### config.mk
export PLATFORM = sky130hd
export DESIGN_NAME = quad_pos_counter
export DESIGN_NICKNAME = d
export VERILOG_FILES = /design/src/rtl/qpc_pkg.sv /design/src/rtl/qpc_filter.sv /design/src/rtl/qpc_decode.sv /design/src/rtl/qpc_counter.sv /design/src/rtl/quad_pos_counter.sv
export SDC_FILE = /design/constraint.sdc
export NUM_CORES = 1
export LEC_CHECK = 0
export CAP_MARGIN = 10
export CELL_PAD_IN_SITES_DETAIL_PLACEMENT = 0
export CELL_PAD_IN_SITES_GLOBAL_PLACEMENT = 1
export CORE_MARGIN = 2
export CORE_UTILIZATION = 49
export CTS_BUF_LIST = sky130_fd_sc_hd__clkbuf_4
export CTS_CLUSTER_SIZE = 12
export DETAILED_ROUTE_END_ITERATION = 10
export PLACE_DENSITY_LB_ADDON = 0.1
export SLEW_MARGIN = 20
export SYNTH_ARGS = -nofsm -noshare
export SYNTH_HDL_FRONTEND = slang
export SYNTH_SLANG_ARGS = --single-unit
### constraint.sdc
create_clock -name clk -period 5.2 [get_ports clk]
set_input_delay 1.04 -clock clk [delete_from_list [all_inputs] [get_ports clk]]
set_output_delay 1.04 -clock clk [all_outputs]
set_load 0.02 [all_outputs]
### src/rtl/qpc_pkg.sv
// Shared types for the quadrature position counter.
package qpc_pkg;
    // Filtered phase pair; a is the upper bit.
    typedef struct packed {
        logic a;
        logic b;
    } phase_t;

    typedef enum logic {
        DIR_DOWN = 1'b0,
        DIR_UP   = 1'b1
    } dir_e;
endpackage

### src/rtl/qpc_filter.sv
// qpc_filter: brings one raw phase into the clock domain with two flops and
// accepts a new level only after it has held for STABLE_CYCLES cycles.
// Assumes STABLE_CYCLES >= 2 and a reset level of 0 on the encoder lines.
module qpc_filter #(
    parameter int STABLE_CYCLES = 16
) (
    input  logic clk,
    input  logic rst_n,
    input  logic raw,
    output logic level
);
    localparam int CW = $clog2(STABLE_CYCLES) + 1;
    localparam logic [CW-1:0] LAST = CW'(STABLE_CYCLES - 1);

    logic          sync1, sync2;
    logic [CW-1:0] run_q;

    // Two-flop synchroniser.
    always_ff @(posedge clk) begin
        if (!rst_n) begin
            sync1 <= 1'b0;
            sync2 <= 1'b0;
        end else begin
            sync1 <= raw;
            sync2 <= sync1;
        end
    end

    // Count how long the synchronised input has differed; accept at the limit.
    always_ff @(posedge clk) begin
        if (!rst_n) begin
            run_q <= '0;
            level <= 1'b0;
        end else if (sync2 == level) begin
            run_q <= '0;
        end else if (run_q == LAST) begin
            run_q <= '0;
            level <= sync2;
        end else begin
            run_q <= run_q + 1'b1;
        end
    end
endmodule

### src/rtl/qpc_decode.sv
// qpc_decode: compares the filtered pair with last cycle's pair. A change of
// exactly one phase is a count: up when the new A equals the old B. A change
// of both phases is flagged as invalid. Outputs are combinational.
module qpc_decode
    import qpc_pkg::*;
(
    input  logic   clk,
    input  logic   rst_n,
    input  phase_t cur,
    output logic   cnt_valid,
    output dir_e   cnt_dir,
    output logic   bad_edge
);
    phase_t prev_q;
    logic   chg_a, chg_b;

    // Remember the previous filtered pair.
    always_ff @(posedge clk) begin
        if (!rst_n) prev_q <= '0;
        else        prev_q <= cur;
    end

    // Detect a change first, then pick the direction.
    always_comb begin
        chg_a     = cur.a ^ prev_q.a;
        chg_b     = cur.b ^ prev_q.b;
        cnt_valid = chg_a ^ chg_b;
        bad_edge  = chg_a & chg_b;
        cnt_dir   = (cur.a == prev_q.b) ? DIR_UP : DIR_DOWN;
    end
endmodule

### src/rtl/qpc_counter.sv
// qpc_counter: live wrapping position, sticky error flag and read snapshot.
// Clear beats a same-cycle count; the snapshot takes the pre-edge position.
module qpc_counter
    import qpc_pkg::*;
#(
    parameter int CNT_W = 32
) (
    input  logic             clk,
    input  logic             rst_n,
    input  logic             clr,
    input  logic             cnt_valid,
    input  dir_e             cnt_dir,
    input  logic             bad_edge,
    input  logic             snap_take,
    output logic [CNT_W-1:0] live_cnt,
    output logic [CNT_W-1:0] snap_cnt,
    output logic             err_flag
);
    // Position update: clear, or one step up or down.
    always_ff @(posedge clk) begin
        if (!rst_n || clr)  live_cnt <= '0;
        else if (cnt_valid) live_cnt <= (cnt_dir == DIR_UP) ? live_cnt + 1'b1
                                                            : live_cnt - 1'b1;
    end

    // Sticky invalid-transition flag.
    always_ff @(posedge clk) begin
        if (!rst_n || clr) err_flag <= 1'b0;
        else if (bad_edge) err_flag <= 1'b1;
    end

    // Snapshot taken on a low-byte read.
    always_ff @(posedge clk) begin
        if (!rst_n)         snap_cnt <= '0;
        else if (snap_take) snap_cnt <= live_cnt;
    end
endmodule

### src/rtl/quad_pos_counter.sv
// quad_pos_counter: top level. Filters both encoder phases, decodes every
// edge into a signed position and serves it as bytes with a coherent snapshot.
// Assumes the host reads byte 0 first in each multi-byte read.
module quad_pos_counter
    import qpc_pkg::*;
#(
    parameter int FILT_CYCLES = 16,
    parameter int CNT_W       = 32,
    parameter int DATA_W      = 8,
    parameter int NBYTES      = CNT_W / DATA_W,
    parameter int SEL_W       = (NBYTES > 1) ? $clog2(NBYTES) : 1
) (
    input  logic              clk,
    input  logic              rst_n,
    input  logic              phase_a_raw,
    input  logic              phase_b_raw,
    input  logic              rd_strobe,
    input  logic [SEL_W-1:0]  rd_sel,
    input  logic              clr,
    output logic [DATA_W-1:0] rd_data,
    output logic              step,
    output logic              dir,
    output logic              err_flag
);
    logic [1:0]       raw_pair;
    logic [1:0]       filt_pair;
    phase_t           cur;
    logic             cnt_valid, bad_edge, snap_take;
    dir_e             cnt_dir;
    logic [CNT_W-1:0] live_cnt, snap_cnt;

    assign raw_pair  = {phase_a_raw, phase_b_raw};
    assign cur       = phase_t'(filt_pair);
    assign snap_take = rd_strobe && (rd_sel == '0);

    // One filter per phase.
    for (genvar ch = 0; ch < 2; ch++) begin : g_filt
        qpc_filter #(.STABLE_CYCLES(FILT_CYCLES)) u_filt (
            .clk   (clk),
            .rst_n (rst_n),
            .raw   (raw_pair[ch]),
            .level (filt_pair[ch])
        );
    end

    qpc_decode u_dec (
        .clk       (clk),
        .rst_n     (rst_n),
        .cur       (cur),
        .cnt_valid (cnt_valid),
        .cnt_dir   (cnt_dir),
        .bad_edge  (bad_edge)
    );

    qpc_counter #(.CNT_W(CNT_W)) u_cnt (
        .clk       (clk),
        .rst_n     (rst_n),
        .clr       (clr),
        .cnt_valid (cnt_valid),
        .cnt_dir   (cnt_dir),
        .bad_edge  (bad_edge),
        .snap_take (snap_take),
        .live_cnt  (live_cnt),
        .snap_cnt  (snap_cnt),
        .err_flag  (err_flag)
    );

    // Step pulse and held direction of the last accepted count.
    always_ff @(posedge clk) begin
        if (!rst_n) begin
            step <= 1'b0;
            dir  <= 1'b0;
        end else begin
            step <= cnt_valid;
            if (cnt_valid) dir <= (cnt_dir == DIR_UP);
        end
    end

    // Byte readout: low byte live, upper bytes from the snapshot.
    always_ff @(posedge clk) begin
        if (!rst_n)
            rd_data <= '0;
        else if (rd_strobe)
            rd_data <= (rd_sel == '0) ? live_cnt[DATA_W-1:0]
                                      : snap_cnt[int'(rd_sel)*DATA_W +: DATA_W];
    end
endmodule

* Word level (Yosys, flattened, before mapping)
Cells that the tools add are included.
** Word-level totals
- Memories kept :: 0
- RAM bits :: 0
- Output and inout bits :: 11
- ROM bits :: 0
- Input port bits :: 8
- Logic and storage cells :: 44
- Bits in latches :: 0
- Flip-flop bits (word level) :: 93
** Cells by class
- Multipliers :: 0
- Bitwise gates (word level) :: 7
- Magnitude comparators :: 0
- Reduce and logical (&&, ||, !) cells :: 8
- Divide/modulo/power cells :: 0
- Add/subtract/negate cells :: 4
- Multiplexer cells :: 3
- Eq/ne operators :: 5
- Shift operators :: 1
** Operators by type and width (number)
- $add 32x1->32 const B :: 1
- $mux 32 :: 1
- $shiftx 32x6->8 :: 1
- $sub 32x1->32 const B :: 1
- $add 5x1->5 const B :: 2
- $eq 5x4->1 const B :: 2
- $mux 8 :: 1
- $reduce_or 3->1 :: 2
- $reduce_and 2->1 :: 2
- $eq 1x1->1 :: 3
- $not 1->1 :: 3
- $xor 1x1->1 :: 3
- $logic_not 2->1 :: 1
- $and 1x1->1 :: 1
- $logic_and 1x1->1 :: 1
- $logic_not 1->1 :: 1
- $logic_or 1x1->1 :: 1
- $mux 1 :: 1

* Logic depth before layout (Yosys ltp)
Gate-level depths: netlist of run 1.
- Depth after elaboration :: 3
- Mapped depth :: 11
- Gate-level depth less buffers :: 11

* Cells and area by module
Synthesis of run 1 repeated with hierarchy kept, for this count alone.
** Second synthesis, totals
- Cells, all modules :: 574
- Area, all modules :: 5292.6 sq um
** Modules (own cells, without submodules)
- qpc_counter :: seq. area each 1301.2 sq um, times used 1, cells each 460, area each 4045.1 sq um
- qpc_filter :: seq. area each 160.2 sq um, times used 2, cells each 27, area each 289.0 sq um
- quad_pos_counter :: seq. area each 200.2 sq um, times used 1, cells each 52, area each 578.1 sq um
- qpc_decode :: seq. area each 40.0 sq um, times used 1, cells each 8, area each 91.3 sq um

* Worst setup path after synthesis of run 1
OpenSTA, ideal clock, no wires.
- Kind :: reg-to-reg
- Start point :: register g_filt[1].u_filt.level
- End point :: register u_cnt.live_cnt[28]
- Arrival time :: 4.105 ns
- Library setup time :: 0.129 ns
- Cell stages (with the launch flop) :: 12
- Path buffers :: 0
- Data required time :: 5.071 ns
- Period minus slack after synthesis :: 4.234 ns
- Slack :: 0.966 ns
- Cell sequence :: dfxtp_1 > xor2_1 > inv_1 > fa_1 > nand2b_1 > a21oi_1 > o311ai_0 > o211ai_1 > a31oi_1 > o31ai_1 > xnor2_1 > o21ai_0
** Between the ends
- Cells in the longest elaborated chain, start to end :: 3
- Elaborated cells between the ends (all ways) :: 5
- Those cells by class :: eq/ne (1); mux (2); bitwise (2)
** Ends and longest elaborated chain
- from (decl) :: line qpc_filter.sv:10 : output logic level
- from (signal assigned) :: line qpc_filter.sv:38 : level <= sync2;
- $eq 1x1->1 :: line qpc_decode.sv:29 : cnt_dir = (cur.a == prev_q.b) ? DIR_UP : DIR_DOWN;
- $mux 1 :: line qpc_decode.sv:29
- net cnt_dir :: line quad_pos_counter.sv:29 : dir_e cnt_dir;
- $mux 32 :: line qpc_counter.sv:22 : else if (cnt_valid) live_cnt <= (cnt_dir == DIR_UP) ? live_cnt + 1'b1
- to (signal assigned) :: line qpc_counter.sv:22
- to (decl) :: line qpc_counter.sv:15 : output logic [CNT_W-1:0] live_cnt,
The timed path passes the listed nets, and every way through them passes these cells.
A chain may end at the register's enable or synchronous reset.

* Worst setup path in the final report of run 1
- Start point :: register g_filt[1].u_filt.level
- End point :: register u_cnt.live_cnt[22]
** Between the ends
- Cells in the longest elaborated chain, start to end :: 3
- Elaborated cells between the ends (all ways) :: 5
- Those cells by class :: eq/ne (1); mux (2); bitwise (2)
** Ends and longest elaborated chain (line)
- $eq 1x1->1 :: qpc_decode.sv:29
- $mux 1 :: qpc_decode.sv:29
- $mux 32 :: qpc_counter.sv:22
Several ways; a longest one is shown, not always the timed one.

==> results.rst, run 1 <==
.. list-table::
   :header-rows: 1

   * - Metric
     - Value
   * - Result of the run
     - finished, final reports clean
   * - TritonCTS Buffers
     - 9
   * - Unique masters post-synth
     - 48
   * - Number of enable flip-flop cells after synthesis
     - 0
   * - Adder-cell share of the synthesized area
     - 0.102
   * - Fraction of final layout cells with drive strength greater than 1
     - 0.0697
   * - Clock Root Buffer
     - sky130_fd_sc_hd__clkbuf_4
   * - Total gr overflow
     - 0
   * - H-tree depth
     - 3
   * - Pwr Total
     - 1030 uW
   * - Core ar.
     - 9730 um2
   * - Fmax
     - 267 MHz
   * - Xor-xnor portion of the synthesized cell area
     - 0.0664
   * - Initial antenna violation count
     - 0
   * - Area contributors post-synth
     - sky130_fd_sc_hd__dfxtp_1, sky130_fd_sc_hd__ha_1, sky130_fd_sc_hd__nand2_1
   * - Number of buffers inserted by hold repair at cts
     - 0
   * - Data required, critical path
     - 5.52 ns
   * - Crit share post-route
     - 0.721
   * - TritonCTS clock tree
     - done
   * - Number of port buffers
     - 18
   * - Hold Fails Final Rpt
     - 0
   * - Die Y
     - 104 um
   * - Final-layout fill cell count
     - 955
   * - RSZ-0062 raised after global routing
     - false
   * - Number of diodes
     - 0
   * - Routability congestion estimate from global placement
     - 0.846
   * - Starting DRC count in detailed routing
     - 198
   * - DP HPWL
     - 8.57 mm
   * - Register clock-pin slew on the reported worst setup and hold paths
     - 0.14 ns
   * - Setup Viol. Count Final
     - 0
   * - Via count of the first global-routing pass
     - 3740
   * - Detailed-route via count
     - 3883
   * - Portion of synthesized cell area occupied by the leading cell type
     - 0.349
   * - Buffer levels on the longest clock path
     - 2
   * - Net count of the mapped netlist
     - 610
   * - Mux cell area share after synthesis
     - 0.0800
   * - Final worst path period need
     - 3.75 ns
   * - Mean area per synthesized cell
     - 8.67 um2
   * - Ports placed on the boundary
     - 19
   * - Count of buffers added by post-CTS timing repair for setup
     - 0
   * - Hold Path Class
     - flop to flop
   * - Total wire length after detailed routing
     - 11.5 mm
   * - Synthesized-area fraction occupied by ao, oa, aoi and oai cells
     - 0.190
   * - Sequential share of the synthesized area
     - 0.349
   * - Max Cap Viol
     - 0
   * - Number of optimization iterations in the first detailed-route pass
     - 5
   * - Wire per inst
     - 16.2 um
   * - Residual DRC
     - 0
   * - Max Fanout on Critical Path
     - 21
   * - Type of the worst setup path
     - flop to flop
   * - Max transition margin
     - 0.401
   * - Starting Density
     - 0.502
   * - Die span in x
     - 104 um
   * - Number of nets in the layout
     - 616
   * - Arrival time at the worst endpoint
     - 4.07 ns
   * - Routed Antenna Nets
     - 0
   * - Floorplan row count
     - 36
   * - Async set or reset register ratio after synthesis
     - 0
   * - Synthesized cell area
     - 4880 um2
   * - Yosys reg bits
     - 85
   * - Worst Setup Start Kind
     - flop
   * - Commonest register cell after synthesis
     - sky130_fd_sc_hd__dfxtp_1
   * - Final Skew
     - 0.0179 ns
   * - Insertion delay of the later-clocked pin in the worst-skew pair
     - 0.44 ns
   * - Area growth, synth to finish
     - 8.56%
   * - Global-route wire length before repair
     - 19.1 mm
   * - Mean number of vias per cell
     - 5.49
   * - Kind of capture point of the worst setup path
     - flop
   * - Static leakage power
     - 0.00209 uW
   * - Worst vdd ir
     - 0.0917 mV
   * - Quantity of gates resized following cts
     - 0
   * - Die ar.
     - 10800 um2
   * - PwrDens
     - 195 nW/um2
   * - Number of clock sinks
     - 85
   * - Fin Setup TNS
     - 0 ns
   * - Max-slew violation count
     - 0
   * - Largest family of logic cells by synthesized area
     - compound AO/OA/AOI/OAI gates
   * - Total track usage
     - 0.222
   * - Post-Syn Instances
     - 563
   * - Most area-hungry cell type in the Yosys netlist
     - sky130_fd_sc_hd__dfxtp_1
   * - Largest net degree at the start of global routing
     - 45
   * - Synth warnings
     - 0
   * - Transition time at the pin with the least slew margin
     - 0.899 ns
   * - Simple-gate share of the synthesized area
     - 0.183
[power breakdown]
part / internal [uW] / switching [uW]
clock: 108 / 236
combinational: 14.2 / 21.2
sequential: 653 / 0.992
total: 775 / 259
[cells in the final DEF, fill, tap and decap left out, drive strengths merged, types with 15 or more instances in the layout]
cell           netlist  final
mux2i               21     21
o21ai               31     31
ha                  38     38
a21oi               32     32
nor2                46     46
nand2               83     83
clkdlybuf4s50        0     18
xnor2               17     17
xor2                20     20
dfxtp               85     85
a21boi              25     25
a21o                15     15
inv                 13     16
[stage by stage]
stage / area, um2 / instances / hold WS, ns / setup WS [ns] / util
2_1_floorplan: 4880 / 563 / 0.412 / 0.966 / -
3_3_place_gp: 5170 / 691 / 0.430 / 1.63 / 0.532
3_5_place_dp: 5170 / 691 / 0.434 / 1.51 / 0.532
4_1_cts: 5300 / 707 / 0.451 / 1.49 / 0.544
5_1_grt: 5300 / 707 / 0.463 / 1.17 / 0.545
6_report: 5300 / 707 / 0.449 / 1.45 / 0.545
[state kept, by name (all words and copies together), names as in the netlist, 2 cells and up]
| register | flops |
|---|---|
| g_filt.u_filt.level | 2 |
| g_filt.u_filt.sync2 | 2 |
| u_cnt.live_cnt | 32 |
| rd_data | 8 |
| u_dec.prev_q | 2 |
| g_filt.u_filt.run_q | 10 |
| g_filt.u_filt.sync1 | 2 |
| u_cnt.snap_cnt | 24 |
[critical path, stage by stage (launching register included)]
cell,delay (ns)
sky130_fd_sc_hd__dfxtp_1,0.54
sky130_fd_sc_hd__xor2_4,0.63
sky130_fd_sc_hd__ha_1,0.38
sky130_fd_sc_hd__nand2_1,0.14
sky130_fd_sc_hd__a21oi_1,0.07
sky130_fd_sc_hd__o311ai_0,0.68
sky130_fd_sc_hd__o21ai_0,0.16
sky130_fd_sc_hd__and3_1,0.24
sky130_fd_sc_hd__o41ai_2,0.53
sky130_fd_sc_hd__xor2_1,0.18
sky130_fd_sc_hd__o21ai_0,0.08
[routing by layer]
layer	global-route usage	share of wire	vias up
met3	0.0264	0.026	25
li1	-	-	2001
met1	0.306	0.50	1788
met2	0.349	0.44	69
met5	0	0	-
met4	0.104	0.030	0
[cell families (layout without fill, tap and decap cells)]
| kind of cell | after synthesis | count (layout) |
|---|---|---|
| simple gates | 196 | 196 |
| compound gates | 137 | 137 |
| mux | 29 | 29 |
| buf+inv | 40 | 51 |
| fa+ha+maj | 39 | 39 |
| flops | 85 | 85 |
| xor+xnor | 37 | 37 |
[worst paths after layout]
path | start | slack [ns] | cells after the start | to
max | g_filt[1].u_filt.level | 1.45 | 10 | u_cnt.live_cnt[22]
min reg2reg | g_filt[1].u_filt.sync1 | 0.45 | 1 | g_filt[1].u_filt.sync2
min | g_filt[1].u_filt.sync1 | 0.45 | 1 | g_filt[1].u_filt.sync2
max reg2reg | g_filt[1].u_filt.level | 1.45 | 10 | u_cnt.live_cnt[22]
[cell usage after synthesis, types with 5 or more instances]
master and count:
sky130_fd_sc_hd__xor2_1 20, sky130_fd_sc_hd__and2_1 10, sky130_fd_sc_hd__mux2i_1 21, sky130_fd_sc_hd__and3_1 6
sky130_fd_sc_hd__xnor2_1 17, sky130_fd_sc_hd__nor2_1 46, sky130_fd_sc_hd__nand4_1 9, sky130_fd_sc_hd__dfxtp_1 85
sky130_fd_sc_hd__a21boi_0 25, sky130_fd_sc_hd__clkbuf_1 25, sky130_fd_sc_hd__nand3_1 9, sky130_fd_sc_hd__nor2b_1 12
sky130_fd_sc_hd__a21o_1 15, sky130_fd_sc_hd__a211oi_1 7, sky130_fd_sc_hd__ha_1 38, sky130_fd_sc_hd__inv_1 13
sky130_fd_sc_hd__nand2_1 83, sky130_fd_sc_hd__mux4_2 8, sky130_fd_sc_hd__o21ai_0 30, sky130_fd_sc_hd__a21oi_1 31
sky130_fd_sc_hd__nand2b_1 5
[cell type report]
| type | instances | area [um2] | share of cell area |
|---|---|---|---|
| clock buffers | 10 | 75.1 | 0.0142 |
| clock inverters | 6 | 46.3 | 0.00874 |
| inverters | 13 | 48.8 | 0.00921 |
| repair buffers | 22 | 210 | 0.0397 |
| flip-flops and latches | 85 | 1700 | 0.321 |
| multi-input cells | 438 | 3050 | 0.576 |
| well taps | 133 | 166 | 0.0314 |
(Power assumes the default switching activity.)
==> run 2, diff against run 1 <==
--- a/config.mk
+++ b/config.mk
@@ -9,7 +9,7 @@
 export CELL_PAD_IN_SITES_DETAIL_PLACEMENT = 0
 export CELL_PAD_IN_SITES_GLOBAL_PLACEMENT = 1
 export CORE_MARGIN = 2
-export CORE_UTILIZATION = 49
+export CORE_UTILIZATION = 44
 export CTS_BUF_LIST = sky130_fd_sc_hd__clkbuf_4
 export CTS_CLUSTER_SIZE = 12
 export DETAILED_ROUTE_END_ITERATION = 10
==> constraint.sdc (replaced) <==
create_clock -name clk -period 3.3 [get_ports clk]
set_input_delay 0.66 -clock clk [delete_from_list [all_inputs] [get_ports clk]]
set_output_delay 0.66 -clock clk [all_outputs]
set_load 0.02 [all_outputs]
==> run 2 against run 1 <==
Sequential share of layout area fell by 1.1 points. Routed wire length increased by 4.1%. Total power is 66% higher. Critical endpoint is now u_cnt.live_cnt[31]. Largest cell class unchanged.
==> results.rst, run 2 (synthesis gave the netlist of run 1 again) <==
.. list-table::
   :header-rows: 1

   * - Metric
     - Value
   * - Result of the run
     - finished, final reports clean
   * - FF-to-FF End
     - u_cnt.live_cnt[31]
   * - Final worst path period need
     - 3.09 ns
   * - Area growth, synth to finish
     - 12.7%
   * - Fmax
     - 323 MHz
   * - Worst Setup Start Kind
     - flop
   * - Number of port buffers
     - 18
   * - TritonCTS clock tree
     - done
   * - Insertion delay of the later-clocked pin in the worst-skew pair
     - 0.44 ns
   * - Kind of capture point of the worst setup path
     - flop
   * - Arrival time at the worst endpoint
     - 3.43 ns
   * - Pwr Total
     - 1720 uW
   * - Final Skew
     - 0.0169 ns
   * - PwrDens
     - 312 nW/um2
   * - DP HPWL
     - 9.22 mm
   * - Mean number of vias per cell
     - 5.44
   * - Total track usage
     - 0.215
   * - Logic pwr share
     - 0.034
   * - Detailed-route via count
     - 3993
   * - Internal Power
     - 1300 uW
   * - Number of cells on the worst reg-to-reg path
     - 11
   * - Number of clock sinks
     - 85
   * - Buffer levels on the longest clock path
     - 2
   * - Most used cells in the layout excluding fill and tap cells
     - sky130_fd_sc_hd__nand2_1, sky130_fd_sc_hd__dfxtp_1, sky130_fd_sc_hd__nor2_1
   * - Part of the power in registers
     - 0.600
   * - Ports placed on the boundary
     - 19
   * - Global-route wire length before repair
     - 19.5 mm
   * - Hold path startpoint
     - g_filt[0].u_filt.run_q[0]
   * - Fraction of final layout cells with drive strength greater than 1
     - 0.106
   * - Die ar.
     - 12000 um2
   * - Number of nets in the layout
     - 636
   * - Starting DRC count in detailed routing
     - 176
   * - Worst vdd ir
     - 0.153 mV
   * - Number of diodes
     - 0
   * - Routability congestion estimate from global placement
     - 0.838
   * - Total wire length after detailed routing
     - 12.0 mm
   * - Fin Setup TNS
     - 0 ns
   * - Starting Density
     - 0.450
   * - Largest net degree at the start of global routing
     - 45
   * - Register clock-pin slew on the reported worst setup and hold paths
     - 0.15 ns
   * - Sequential Area
     - 1710 um2
   * - Biggest registers after layout
     - u_cnt.live_cnt: 32 flops, u_cnt.snap_cnt: 24 flops, g_filt.u_filt.run_q: 10 flops
   * - Floorplan row count
     - 38
   * - Hold endpoint
     - g_filt[0].u_filt.run_q[0]
   * - Reg-to-Reg Start
     - g_filt[1].u_filt.level
   * - Max Cap Viol
     - 0
   * - Final-layout fill cell count
     - 1076
   * - Initial antenna violation count
     - 0
   * - Register name with the most flops
     - u_cnt.live_cnt
   * - Proportion of total power due to net switching
     - 0.242
   * - Via count of the first global-routing pass
     - 3771
   * - Die span in x
     - 109 um
   * - RSZ-0062 raised after global routing
     - false
   * - Setup Viol. Count Final
     - 0
   * - Core ar.
     - 10800 um2
   * - Clock Root Buffer
     - sky130_fd_sc_hd__clkbuf_4
   * - Data required, critical path
     - 3.63 ns
   * - NetSw
     - 415 uW
   * - Die Y
     - 109 um
   * - Max Fanout on Critical Path
     - 8
   * - Combined area of the multi-input logic cells
     - 3050 um2
   * - Clock share of power
     - 0.365
   * - Crit share post-route
     - 0.937
   * - Static leakage power
     - 0.00222 uW
   * - Hold Path Class
     - flop to flop
   * - Hold path cells
     - 1
   * - TritonCTS Buffers
     - 9
   * - Max transition margin
     - 0.514
   * - Worst-case hold slack
     - 0.461 ns
   * - Total gr overflow
     - 0
   * - Startpoint of the most critical setup path
     - g_filt[1].u_filt.level
   * - Residual DRC
     - 0
   * - Type of the worst setup path
     - flop to flop
   * - Number of optimization iterations in the first detailed-route pass
     - 4
   * - H-tree depth
     - 3
   * - Worst reg2reg setup slack
     - 0.21 ns
   * - Flip-flop count of the largest register after layout
     - 32
   * - Routed Antenna Nets
     - 0
   * - Wire per inst
     - 16.3 um
   * - Transition time at the pin with the least slew margin
     - 0.729 ns
   * - Max-slew violation count
     - 0
   * - Hold Fails Final Rpt
     - 0
[run 2: what timing repair did]
item                                    CTS  global route
gates resized for setup                   0             8
endpoints found under the setup margin    0            11
hold endpoints to repair                  0             0
hold buffers                              0             0
setup buffers                             0             3
[run 2: cell type report]
class | count | area share
Clock buffer | 10 | 0.0136
Sequential cell | 85 | 0.310
Clock inverter | 6 | 0.0130
Multi-Input combinational cell | 438 | 0.555
Inverter | 13 | 0.00887
Tap cell | 140 | 0.0318
Timing Repair Buffer | 42 | 0.0675
[run 2: worst max path at each step]
stage / to / slack, ns / cells after the start
2_1_floorplan: u_cnt.live_cnt[28] / 0.02 / 11
3_3_place_gp: u_cnt.live_cnt[22] / 0.15 / 13
3_5_place_dp: u_cnt.live_cnt[22] / 0.04 / 13
4_1_cts: u_cnt.live_cnt[22] / 0.02 / 13
5_1_grt: u_cnt.live_cnt[22] / 0.008 / 13
6_report: u_cnt.live_cnt[31] / 0.21 / 11
[run 2: power groups by stage]
stage                     clock (uW)  combinational [uW]  sequential (uW)
after global placement             0                59.8             1050
final                            626                59.1             1030
after floorplan                    0                37.7             1050
after global routing             690                64.4             1030
after CTS                        651                60.4             1030
after detailed placement           0                60.0             1050
[run 2: stage by stage]
| stage | setup WS [ns] | util | area (um2) | instances |
|---|---|---|---|---|
| 2_1_floorplan | 0.0160 | - | 4900 | 563 |
| 4_1_cts | 0.0219 | 0.504 | 5460 | 731 |
| 6_report | 0.208 | 0.508 | 5500 | 734 |
| 5_1_grt | 0.00821 | 0.508 | 5500 | 734 |
| 3_5_place_dp | 0.0439 | 0.490 | 5310 | 715 |
| 3_3_place_gp | 0.148 | 0.490 | 5310 | 715 |
[run 2: worst max-delay path, cell delays in order (launching register included)]
cell and delay, ns:
sky130_fd_sc_hd__dfxtp_2 0.40, sky130_fd_sc_hd__xor2_4 0.25, sky130_fd_sc_hd__buf_6 0.19, sky130_fd_sc_hd__ha_1 0.30, sky130_fd_sc_hd__a21oi_1 0.23, sky130_fd_sc_hd__a211oi_1 0.09, sky130_fd_sc_hd__or3_1 0.34, sky130_fd_sc_hd__a41o_1 0.27
sky130_fd_sc_hd__a211oi_1 0.45, sky130_fd_sc_hd__mux2i_1 0.27, sky130_fd_sc_hd__xnor2_1 0.13, sky130_fd_sc_hd__nor2_1 0.05
[run 2: layer usage]
layer	up-vias	wire length, um	GRT usage	part of all wire
li1	2042	-	-	-
met2	62	5460	0.352	0.46
met4	0	97	0.0542	0.0081
met5	-	0	0	0
met1	1883	5980	0.291	0.50
met3	6	421	0.0397	0.035
